[src/rtl/nor_cmd_pkg.sv]
package nor_cmd_pkg;

    localparam int CMP_W = 11;

    localparam logic [CMP_W-1:0] ADR_FIRST  = 11'h555;
    localparam logic [CMP_W-1:0] ADR_SECOND = 11'h2AA;

    localparam logic [7:0] BYTE_UNLK_A  = 8'hAA;
    localparam logic [7:0] BYTE_UNLK_B  = 8'h55;
    localparam logic [7:0] BYTE_PROGRAM = 8'hA0;
    localparam logic [7:0] BYTE_IDENT   = 8'h90;
    localparam logic [7:0] BYTE_ERASE   = 8'h80;
    localparam logic [7:0] BYTE_BYPASS  = 8'h20;
    localparam logic [7:0] BYTE_CHIP    = 8'h10;
    localparam logic [7:0] BYTE_SECTOR  = 8'h30;
    localparam logic [7:0] BYTE_ABORT   = 8'hF0;
    localparam logic [7:0] BYTE_SUSPEND = 8'hB0;
    localparam logic [7:0] BYTE_RESUME  = 8'h30;
    localparam logic [7:0] BYTE_BYP_END = 8'h00;

    localparam logic [7:0] MAKER_CODE   = 8'h01;
    localparam logic [7:0] DEV_CODE_TOP = 8'hED;
    localparam logic [7:0] DEV_CODE_BOT = 8'h6D;

    typedef enum logic [3:0] {
        ST_READ,
        ST_UNL1,
        ST_UNL2,
        ST_PGM,
        ST_ERS_UNL0,
        ST_ERS_UNL1,
        ST_ERS_CMD,
        ST_IDENT,
        ST_BYP,
        ST_BYP_PGM,
        ST_BYP_EXIT,
        ST_RUN,
        ST_SUSP
    } dec_state_e;

    typedef enum logic [1:0] {
        OP_NONE,
        OP_PGM,
        OP_CHIP,
        OP_SECT
    } op_e;

    localparam logic [1:0] SEL_ARRAY  = 2'd0;
    localparam logic [1:0] SEL_IDENT  = 2'd1;
    localparam logic [1:0] SEL_STATUS = 2'd2;

endpackage

[src/rtl/nor_cycle_match.sv]
module nor_cycle_match
    import nor_cmd_pkg::*;
#(
    parameter int ADDR_W = 17
) (
    input  logic [ADDR_W-1:0] addr,
    input  logic [7:0]        data,
    output logic              at_first,
    output logic              is_unlk_a,
    output logic              is_unlk_b
);
    logic [CMP_W-1:0] low_addr;

    always_comb begin
        low_addr  = addr[CMP_W-1:0];
        at_first  = (low_addr == ADR_FIRST);
        is_unlk_a = at_first && (data == BYTE_UNLK_A);
        is_unlk_b = (low_addr == ADR_SECOND) && (data == BYTE_UNLK_B);
    end
endmodule

[src/rtl/nor_ident_rom.sv]
module nor_ident_rom
    import nor_cmd_pkg::*;
#(
    parameter int ADDR_W   = 17,
    parameter int SECT_W   = 5,
    parameter bit TOP_BOOT = 1'b1
) (
    input  logic [ADDR_W-1:0]       rd_addr,
    input  logic [(1<<SECT_W)-1:0]  sect_prot,
    output logic [7:0]              id_data
);
    localparam int SECT_LSB = ADDR_W - SECT_W;

    logic [7:0]        dev_code;
    logic [SECT_W-1:0] sect_idx;

    generate
        if (TOP_BOOT) begin : g_top
            assign dev_code = DEV_CODE_TOP;
        end else begin : g_bot
            assign dev_code = DEV_CODE_BOT;
        end
    endgenerate

    always_comb begin
        sect_idx = rd_addr[ADDR_W-1:SECT_LSB];
        case (rd_addr[7:0])
            8'h00:   id_data = MAKER_CODE;
            8'h01:   id_data = dev_code;
            8'h02:   id_data = {7'd0, sect_prot[sect_idx]};
            default: id_data = 8'h00;
        endcase
    end
endmodule

[src/rtl/nor_cmd_decoder.sv]
module nor_cmd_decoder
    import nor_cmd_pkg::*;
#(
    parameter int ADDR_W   = 17,
    parameter int SECT_W   = 5,
    parameter bit TOP_BOOT = 1'b1
) (
    input  logic                    clk,
    input  logic                    rst_n,
    input  logic                    wr_stb,
    input  logic [ADDR_W-1:0]       wr_addr,
    input  logic [7:0]              wr_data,
    input  logic [ADDR_W-1:0]       rd_addr,
    input  logic [(1<<SECT_W)-1:0]  sect_prot,
    input  logic                    busy,
    output logic [1:0]              rd_sel,
    output logic [7:0]              id_data,
    output logic                    pgm_req,
    output logic                    chip_erase_req,
    output logic                    sect_erase_req,
    output logic                    suspend_req,
    output logic                    resume_req,
    output logic [ADDR_W-1:0]       req_addr,
    output logic [7:0]              req_data,
    output logic                    bypass_active
);
    typedef struct packed {
        dec_state_e        state;
        op_e               op;
        logic              bypass;
        logic              pgm;
        logic              chip;
        logic              sect;
        logic              susp;
        logic              res;
        logic [ADDR_W-1:0] addr;
        logic [7:0]        data;
    } dec_regs_t;

    dec_regs_t r_d, r_q;
    logic at_first, is_unlk_a, is_unlk_b;

    nor_cycle_match #(.ADDR_W(ADDR_W)) u_match (
        .addr      (wr_addr),
        .data      (wr_data),
        .at_first  (at_first),
        .is_unlk_a (is_unlk_a),
        .is_unlk_b (is_unlk_b)
    );

    nor_ident_rom #(.ADDR_W(ADDR_W), .SECT_W(SECT_W), .TOP_BOOT(TOP_BOOT)) u_ident (
        .rd_addr   (rd_addr),
        .sect_prot (sect_prot),
        .id_data   (id_data)
    );

    always_comb begin
        r_d      = r_q;
        r_d.pgm  = 1'b0;
        r_d.chip = 1'b0;
        r_d.sect = 1'b0;
        r_d.susp = 1'b0;
        r_d.res  = 1'b0;
        case (r_q.state)
            ST_READ: begin
                if (wr_stb && is_unlk_a) r_d.state = ST_UNL1;
            end
            ST_UNL1: begin
                if (wr_stb) r_d.state = is_unlk_b ? ST_UNL2 : ST_READ;
            end
            ST_UNL2: begin
                if (wr_stb) begin
                    r_d.state = ST_READ;
                    if (at_first) begin
                        case (wr_data)
                            BYTE_PROGRAM: r_d.state = ST_PGM;
                            BYTE_IDENT:   r_d.state = ST_IDENT;
                            BYTE_ERASE:   r_d.state = ST_ERS_UNL0;
                            BYTE_BYPASS: begin
                                r_d.state  = ST_BYP;
                                r_d.bypass = 1'b1;
                            end
                            default:      r_d.state = ST_READ;
                        endcase
                    end
                end
            end
            ST_PGM: begin
                if (wr_stb) begin
                    if (wr_data == BYTE_ABORT) begin
                        r_d.state = ST_READ;
                    end else begin
                        r_d.state = ST_RUN;
                        r_d.op    = OP_PGM;
                        r_d.pgm   = 1'b1;
                        r_d.addr  = wr_addr;
                        r_d.data  = wr_data;
                    end
                end
            end
            ST_ERS_UNL0: begin
                if (wr_stb) r_d.state = is_unlk_a ? ST_ERS_UNL1 : ST_READ;
            end
            ST_ERS_UNL1: begin
                if (wr_stb) r_d.state = is_unlk_b ? ST_ERS_CMD : ST_READ;
            end
            ST_ERS_CMD: begin
                if (wr_stb) begin
                    if (at_first && wr_data == BYTE_CHIP) begin
                        r_d.state = ST_RUN;
                        r_d.op    = OP_CHIP;
                        r_d.chip  = 1'b1;
                        r_d.addr  = wr_addr;
                        r_d.data  = wr_data;
                    end else if (wr_data == BYTE_SECTOR) begin
                        r_d.state = ST_RUN;
                        r_d.op    = OP_SECT;
                        r_d.sect  = 1'b1;
                        r_d.addr  = wr_addr;
                        r_d.data  = wr_data;
                    end else begin
                        r_d.state = ST_READ;
                    end
                end
            end
            ST_IDENT: begin
                if (wr_stb && wr_data == BYTE_ABORT) r_d.state = ST_READ;
            end
            ST_BYP: begin
                if (wr_stb) begin
                    if (wr_data == BYTE_PROGRAM)    r_d.state = ST_BYP_PGM;
                    else if (wr_data == BYTE_IDENT) r_d.state = ST_BYP_EXIT;
                end
            end
            ST_BYP_PGM: begin
                if (wr_stb) begin
                    r_d.state = ST_RUN;
                    r_d.op    = OP_PGM;
                    r_d.pgm   = 1'b1;
                    r_d.addr  = wr_addr;
                    r_d.data  = wr_data;
                end
            end
            ST_BYP_EXIT: begin
                if (wr_stb) begin
                    if (wr_data == BYTE_BYP_END) begin
                        r_d.state  = ST_READ;
                        r_d.bypass = 1'b0;
                    end else begin
                        r_d.state = ST_BYP;
                    end
                end
            end
            ST_RUN: begin
                if (!busy) begin
                    r_d.state = r_q.bypass ? ST_BYP : ST_READ;
                    r_d.op    = OP_NONE;
                end else if (wr_stb && r_q.op == OP_SECT && wr_data == BYTE_SUSPEND) begin
                    r_d.state = ST_SUSP;
                    r_d.susp  = 1'b1;
                end
            end
            ST_SUSP: begin
                if (wr_stb && wr_data == BYTE_RESUME) begin
                    r_d.state = ST_RUN;
                    r_d.res   = 1'b1;
                end
            end
            default: r_d.state = ST_READ;
        endcase
    end

    always_ff @(posedge clk) begin
        if (!rst_n) begin
            r_q <= '{state: ST_READ, op: OP_NONE, addr: '0, data: '0, default: 1'b0};
        end else begin
            r_q <= r_d;
        end
    end

    always_comb begin
        case (r_q.state)
            ST_IDENT: rd_sel = SEL_IDENT;
            ST_RUN:   rd_sel = SEL_STATUS;
            default:  rd_sel = SEL_ARRAY;
        endcase
    end

    assign pgm_req        = r_q.pgm;
    assign chip_erase_req = r_q.chip;
    assign sect_erase_req = r_q.sect;
    assign suspend_req    = r_q.susp;
    assign resume_req     = r_q.res;
    assign req_addr       = r_q.addr;
    assign req_data       = r_q.data;
    assign bypass_active  = r_q.bypass;

    // request pulses never overlap
    a_r3_one_request: assert property (@(posedge clk) disable iff (!rst_n)
        $onehot0({pgm_req, chip_erase_req, sect_erase_req, suspend_req, resume_req}));

    // a program request lasts a single cycle
    a_r3_pgm_pulse: assert property (@(posedge clk) disable iff (!rst_n)
        pgm_req |=> !pgm_req);

    // status select survives any non-suspend write while busy
    a_r10_status_held: assert property (@(posedge clk) disable iff (!rst_n)
        (rd_sel == SEL_STATUS && busy && !(wr_stb && wr_data == BYTE_SUSPEND))
        |=> rd_sel == SEL_STATUS);

    // latched operands are frozen while status is selected
    a_r11_operands_hold: assert property (@(posedge clk) disable iff (!rst_n)
        (rd_sel == SEL_STATUS) |=> ($stable(req_addr) && $stable(req_data)));

    // bypass is only left through a 00h write
    a_r9_bypass_exit: assert property (@(posedge clk) disable iff (!rst_n)
        $fell(bypass_active) |-> ($past(wr_stb) && $past(wr_data) == BYTE_BYP_END));

    // a suspend hands the read path back to the array
    a_r12_suspend_array: assert property (@(posedge clk) disable iff (!rst_n)
        suspend_req |-> rd_sel == SEL_ARRAY);
endmodule

[config.mk]
export PLATFORM = sky130hd
export DESIGN_NAME = nor_cmd_decoder
export DESIGN_NICKNAME = d
export VERILOG_FILES = /design/src/rtl/nor_cmd_pkg.sv /design/src/rtl/nor_cycle_match.sv /design/src/rtl/nor_ident_rom.sv /design/src/rtl/nor_cmd_decoder.sv
export SDC_FILE = /design/constraint.sdc
export NUM_CORES = 1
export LEC_CHECK = 0
export ABC_CLOCK_PERIOD_IN_PS = 3300
export CAP_MARGIN = 10
export CELL_PAD_IN_SITES_DETAIL_PLACEMENT = 2
export CELL_PAD_IN_SITES_GLOBAL_PLACEMENT = 2
export CORE_ASPECT_RATIO = 0.8
export CORE_UTILIZATION = 24
export CTS_BUF_LIST = sky130_fd_sc_hd__clkbuf_4 sky130_fd_sc_hd__clkbuf_8 sky130_fd_sc_hd__clkbuf_16
export DETAILED_ROUTE_END_ITERATION = 16
export GPL_TIMING_DRIVEN = 0
export PLACE_DENSITY = 0.79
export SLEW_MARGIN = 20
export SYNTH_ARGS = -nofsm -noshare
export SYNTH_HDL_FRONTEND = slang
export SYNTH_SLANG_ARGS = --single-unit
[constraint.sdc]
create_clock -name clk -period 3.3 [get_ports clk]
set_clock_uncertainty 0.05 [all_clocks]
set_input_delay 0.66 -clock clk [delete_from_list [all_inputs] [get_ports clk]]
set_output_delay 0.66 -clock clk [all_outputs]
set_load 0.03 [all_outputs]
==> summary.txt <==
STA
  • Hold violation count in the final report: 0
  • Crit share post-route: 99.3%
  • Final setup TNS: 0 ns
  • Unrepaired setup endpoints after global routing: yes
  • Number of max-slew violations in the final report: 0
  • Peak clock frequency supported by timing: 305 MHz
  • Worst Slack Setup Final: 0.0245 ns
  • Clock period minus worst slack: 3.28 ns
  • Max-Slew Margin vs Limit: 58.4%
  • Worst Max-Slew Pin Slew: 0.618 ns
  • Final Setup Violations: 0

Worst setup path
  • Number of cells on the worst reg-to-reg path: 8
  • Chain of cells forming the critical path: clkdlybuf4s50_1, mux4_2, nor2b_1, a211oi_2, a21oi_1, o211ai_1, a21oi_1, buf_2
  • CP Capture Type: output pin
  • Worst reg2reg setup slack: 0.90 ns
  • Worst path slowest cell: mux4_2
  • CP max FO: 1
  • End of the critical path: id_data[0]
  • RR Startpoint: r_q[34]$_SDFFE_PN0P_
  • Buffers & Inverters on Critical Path: 2
  • Most repeated library cell on the critical path: a21oi_1
  • Data required, critical path: 2.59 ns
  • Largest incremental delay on the critical path: 0.50 ns
  • End of the worst register-to-register path: req_addr[4]$_SDFFE_PN0P_
  • CP startpoint: sect_prot[6]
  • Crit start category: primary input
  • Cell class contributing the biggest share of worst-path delay: compound AO/OA/AOI/OAI gates
  • Worst path depth: 8
  • Critical path class: in2out
  • CP arrival: 2.57 ns

Cells and area
  • Register area: 741 µm²
  • Share of cells above drive strength 1: 20.2%
  • Number of filler instances in the final layout: 1122
  • # diodes: 0
  • Number of nets at the end of the flow: 478
  • Signed area change from the synthesized netlist to the final layout: 58.7%
  • Area used by multi-input combinational logic: 1520 µm²

Synthesis
  • Number of warnings printed during yosys synthesis: 0
  • Syn Std Cell Area: 2590 µm²
  • Proportion of register bits with asynchronous set or reset after synthesis: 0%
  • Adder-cell share of the synthesized area: 0%
  • Distinct cell type count of the synthesized netlist: 57
  • Number of synthesized register bits: 37
  • Compound-Gate Fraction of Synth Area: 10.9%
  • Xor-xnor portion of the synthesized cell area: 0.338%
  • Portion of the post-synthesis area used by sequential elements: 28.6%
  • Post-Syn Area per Cell: 9.35 µm²
  • Main synth FF type: dfxtp_1
  • Cell count after synthesis: 277
  • Number of enable-type register cells in the synthesized netlist: 0
  • Dominant combinational cell family by area after synthesis: simple AND/OR/NAND/NOR gates
  • Post-Synth Simple-Gate Area: 28.0%
  • Fraction of synthesized area in multiplexers: 18.6%

Clock network
  • TritonCTS clock tree: yes
  • Longest Clk Path Bufs: 2
  • CTS Sinks: 37
  • Count of H-tree levels built during CTS: 2
  • Clock slew at the register clock pins of the worst setup and hold paths: 0.07 ns
  • TritonCTS Buffers: 5
  • Clk_lat worst skew: 0.28 ns
  • CTS Hold Bufs: 0
  • Cell at the root of the clock tree: clkbuf_16

Global routing
  • Number of antenna violations at the first check in global routing: 0
  • GRT Total Usage: 17.9%
  • Leftover overflow at the end of global routing: 0
  • Maximum number of pins on one net before global-route repair: 14
  • Number of global-route vias before repair: 2799
  • First-pass GRT wire length: 15300 µm

Hold path
  • Hold Path Origin: r_q[31]$_SDFFE_PN0P_
  • Worst hold-check path type: reg2reg

Floorplanning
  • Std cell rows: 33
  • Starting utilization of the core area: 25.0%
  • Total die area: 11200 µm²
  • Vertical die dimension: 94.9 µm
  • Die X: 118 µm
  • Placeable core area: 10400 µm²
  • Ports: 119

Flow run
  • Number of max-cap violations: 0

Power and ir drop
  • Power density relative to cell area: 309 nW/µm²
  • Logic gate share of total power: 14.5%
  • Internal power: 996 µW
  • Leakage Power: 1.70 nW
  • Net Switching: 273 µW
  • IR Drop Worst-Case VDD: 0.191 mV
  • Proportion of power drawn by the clock network: 50.2%
  • Share of total power consumed by net switching: 21.5%
  • Sequential share of power: 35.2%

Placed design
  • Number of buffer cells added on primary ports: 109
  • Worst setup timing slack at the placement stage: -0.624 ns
  • Placer congestion estimate: 0.846
  • Half-perimeter wire length of the detailed placement result: 8030 µm

Detailed routing
  • Post-DR vias/cell: 4.78
  • Detailed-route DRC error count: 0
  • Final wirelength: 9830 µm
  • Sum of routed wire segments on met1: 4360 µm
  • Highest routing layer actually used: met4
  • Number of optimization iterations in the first detailed-route pass: 4
  • Via total after detailed routing: 2585
  • WL met2: 4930 µm
  • Length of routed met3 wiring: 474 µm
  • Iteration-0 DRC count of the detailed router: 51
  • ANT nets after route: 0
  • Detailed-route wire length per cell: 18.2 µm

Status
  • Result of the run: finished clean
==> sequential cells by signal (all words and copies together), names as in the netlist <==
| name | count |
|---|---|
| suspend_req | 1 |
| pgm_req | 1 |
| chip_erase_req | 1 |
| bypass_active | 1 |
| r_q | 6 |
| req_data | 8 |
| req_addr | 17 |
| resume_req | 1 |
| sect_erase_req | 1 |
==> logic make-up after synthesis <==
family,after synthesis
buffers and inverters,46
xor gates and xnor gates,1
DFF,37
other,1
and+or+nand+nor,119
AOI/OAI and AO/OA,35
muxes,38
==> power by group through the flow <==
stage          Combinational (mW)  Clock (mW)  Sequential [mW]
6_report                    0.184       0.637            0.447
5_1_grt                     0.199       0.678            0.447
4_1_cts                     0.185       0.655            0.447
3_5_place_dp                0.184           0            0.457
3_3_place_gp                0.178           0            0.457
2_1_floorplan              0.0633           0            0.457
==> synth_stat cells, drive strengths merged, types with 4 or more instances <==
| library cell | count | area, µm² |
|---|---|---|
| nand2 | 19 | 71.3 |
| nor3b | 4 | 30.0 |
| nor2b | 29 | 181 |
| nor3 | 8 | 51.3 |
| nor2 | 13 | 48.8 |
| dfxtp | 37 | 741 |
| buf | 36 | 290 |
| a21oi | 7 | 35.0 |
| nand4 | 5 | 31.3 |
| nand3 | 5 | 25.0 |
| clkbuf | 8 | 50.1 |
| mux2i | 29 | 290 |
| mux4 | 8 | 180 |
| nor4 | 7 | 43.8 |
| o21ai | 8 | 51.3 |
| nand2b | 4 | 25.0 |
==> worst reg2reg max path, stage by stage, from the launching register on <==
cell     delay [ns]
dfxtp_1        0.46
buf_4          0.23
nor2b_1        0.33
and3_2         0.31
nand2_1        0.13
o21ai_4        0.32
buf_12         0.20
mux2i_1        0.22
nor2b_1        0.06
==> area by class of cell <==
cell class,instances,share of cell area (%)
multi-input cells,195,37.0
repair buffers,115,27.5
flip-flops and latches,37,18.0
plain buffers,44,8.31
well taps,140,4.26
clock buffers,5,3.04
clock inverters,3,1.67
inverters,2,0.183
==> routing by layer <==
layer | up-vias | GRT usage [%]
met5 | - | 0
met4 | 0 | 4.27
met3 | 9 | 2.84
met2 | 77 | 31.6
met1 | 1271 | 22.9
li1 | 1228 | -
==> cells in the final DEF (no fill, tap or decap), types with 3 or more instances in the layout <==
| cell | synthesis | layout |
|---|---|---|
| mux4_2 | 8 | 8 |
| buf_2 | 2 | 3 |
| nor3_1 | 7 | 7 |
| clkbuf_1 | 6 | 5 |
| dfxtp_1 | 37 | 37 |
| dlygate4sd2_1 | 0 | 5 |
| nor4_1 | 7 | 7 |
| o21ai_0 | 7 | 6 |
| clkdlybuf4s50_1 | 0 | 101 |
| nand4_1 | 5 | 5 |
| nand2b_1 | 4 | 4 |
| buf_4 | 32 | 38 |
| a21oi_1 | 7 | 7 |
| nor3b_1 | 4 | 3 |
| nor2b_1 | 29 | 29 |
| and4b_1 | 3 | 3 |
| clkbuf_16 | 0 | 5 |
| o311ai_0 | 3 | 3 |
| nand2_1 | 19 | 19 |
| nand3_1 | 5 | 5 |
| nor2_1 | 13 | 13 |
| mux2i_1 | 29 | 29 |
==> stage by stage <==
step | util, % | instances | instance area [µm²] | total power [mW] | hold WS (ns)
5_1_grt | 39.7 | 541 | 4110 | 1.32 | 0.440
4_1_cts | 39.1 | 535 | 4060 | 1.29 | 0.424
3_5_place_dp | 37.2 | 527 | 3860 | 0.642 | 0.414
6_report | 39.7 | 541 | 4110 | 1.27 | 0.420
2_1_floorplan | - | 278 | 2590 | 0.520 | 0.392
3_3_place_gp | 37.2 | 527 | 3860 | 0.635 | 0.403
==> repair_timing <==
action                     in CTS  in global routing
pin swaps                       0                  2
buffers inserted                0                  6
setup endpoints to repair       6                  7
resized for setup              10                  7
==> worst min-delay path by stage <==
stage                           end  cells after the start
2_1_floorplan  r_q[31]$_SDFFE_PN0P_                      2
3_3_place_gp   r_q[31]$_SDFFE_PN0P_                      2
3_5_place_dp   r_q[31]$_SDFFE_PN0P_                      2
4_1_cts        r_q[31]$_SDFFE_PN0P_                      2
5_1_grt        r_q[31]$_SDFFE_PN0P_                      2
6_report       r_q[31]$_SDFFE_PN0P_                      2
No activity file was read; power rests on OpenSTA's default activity.
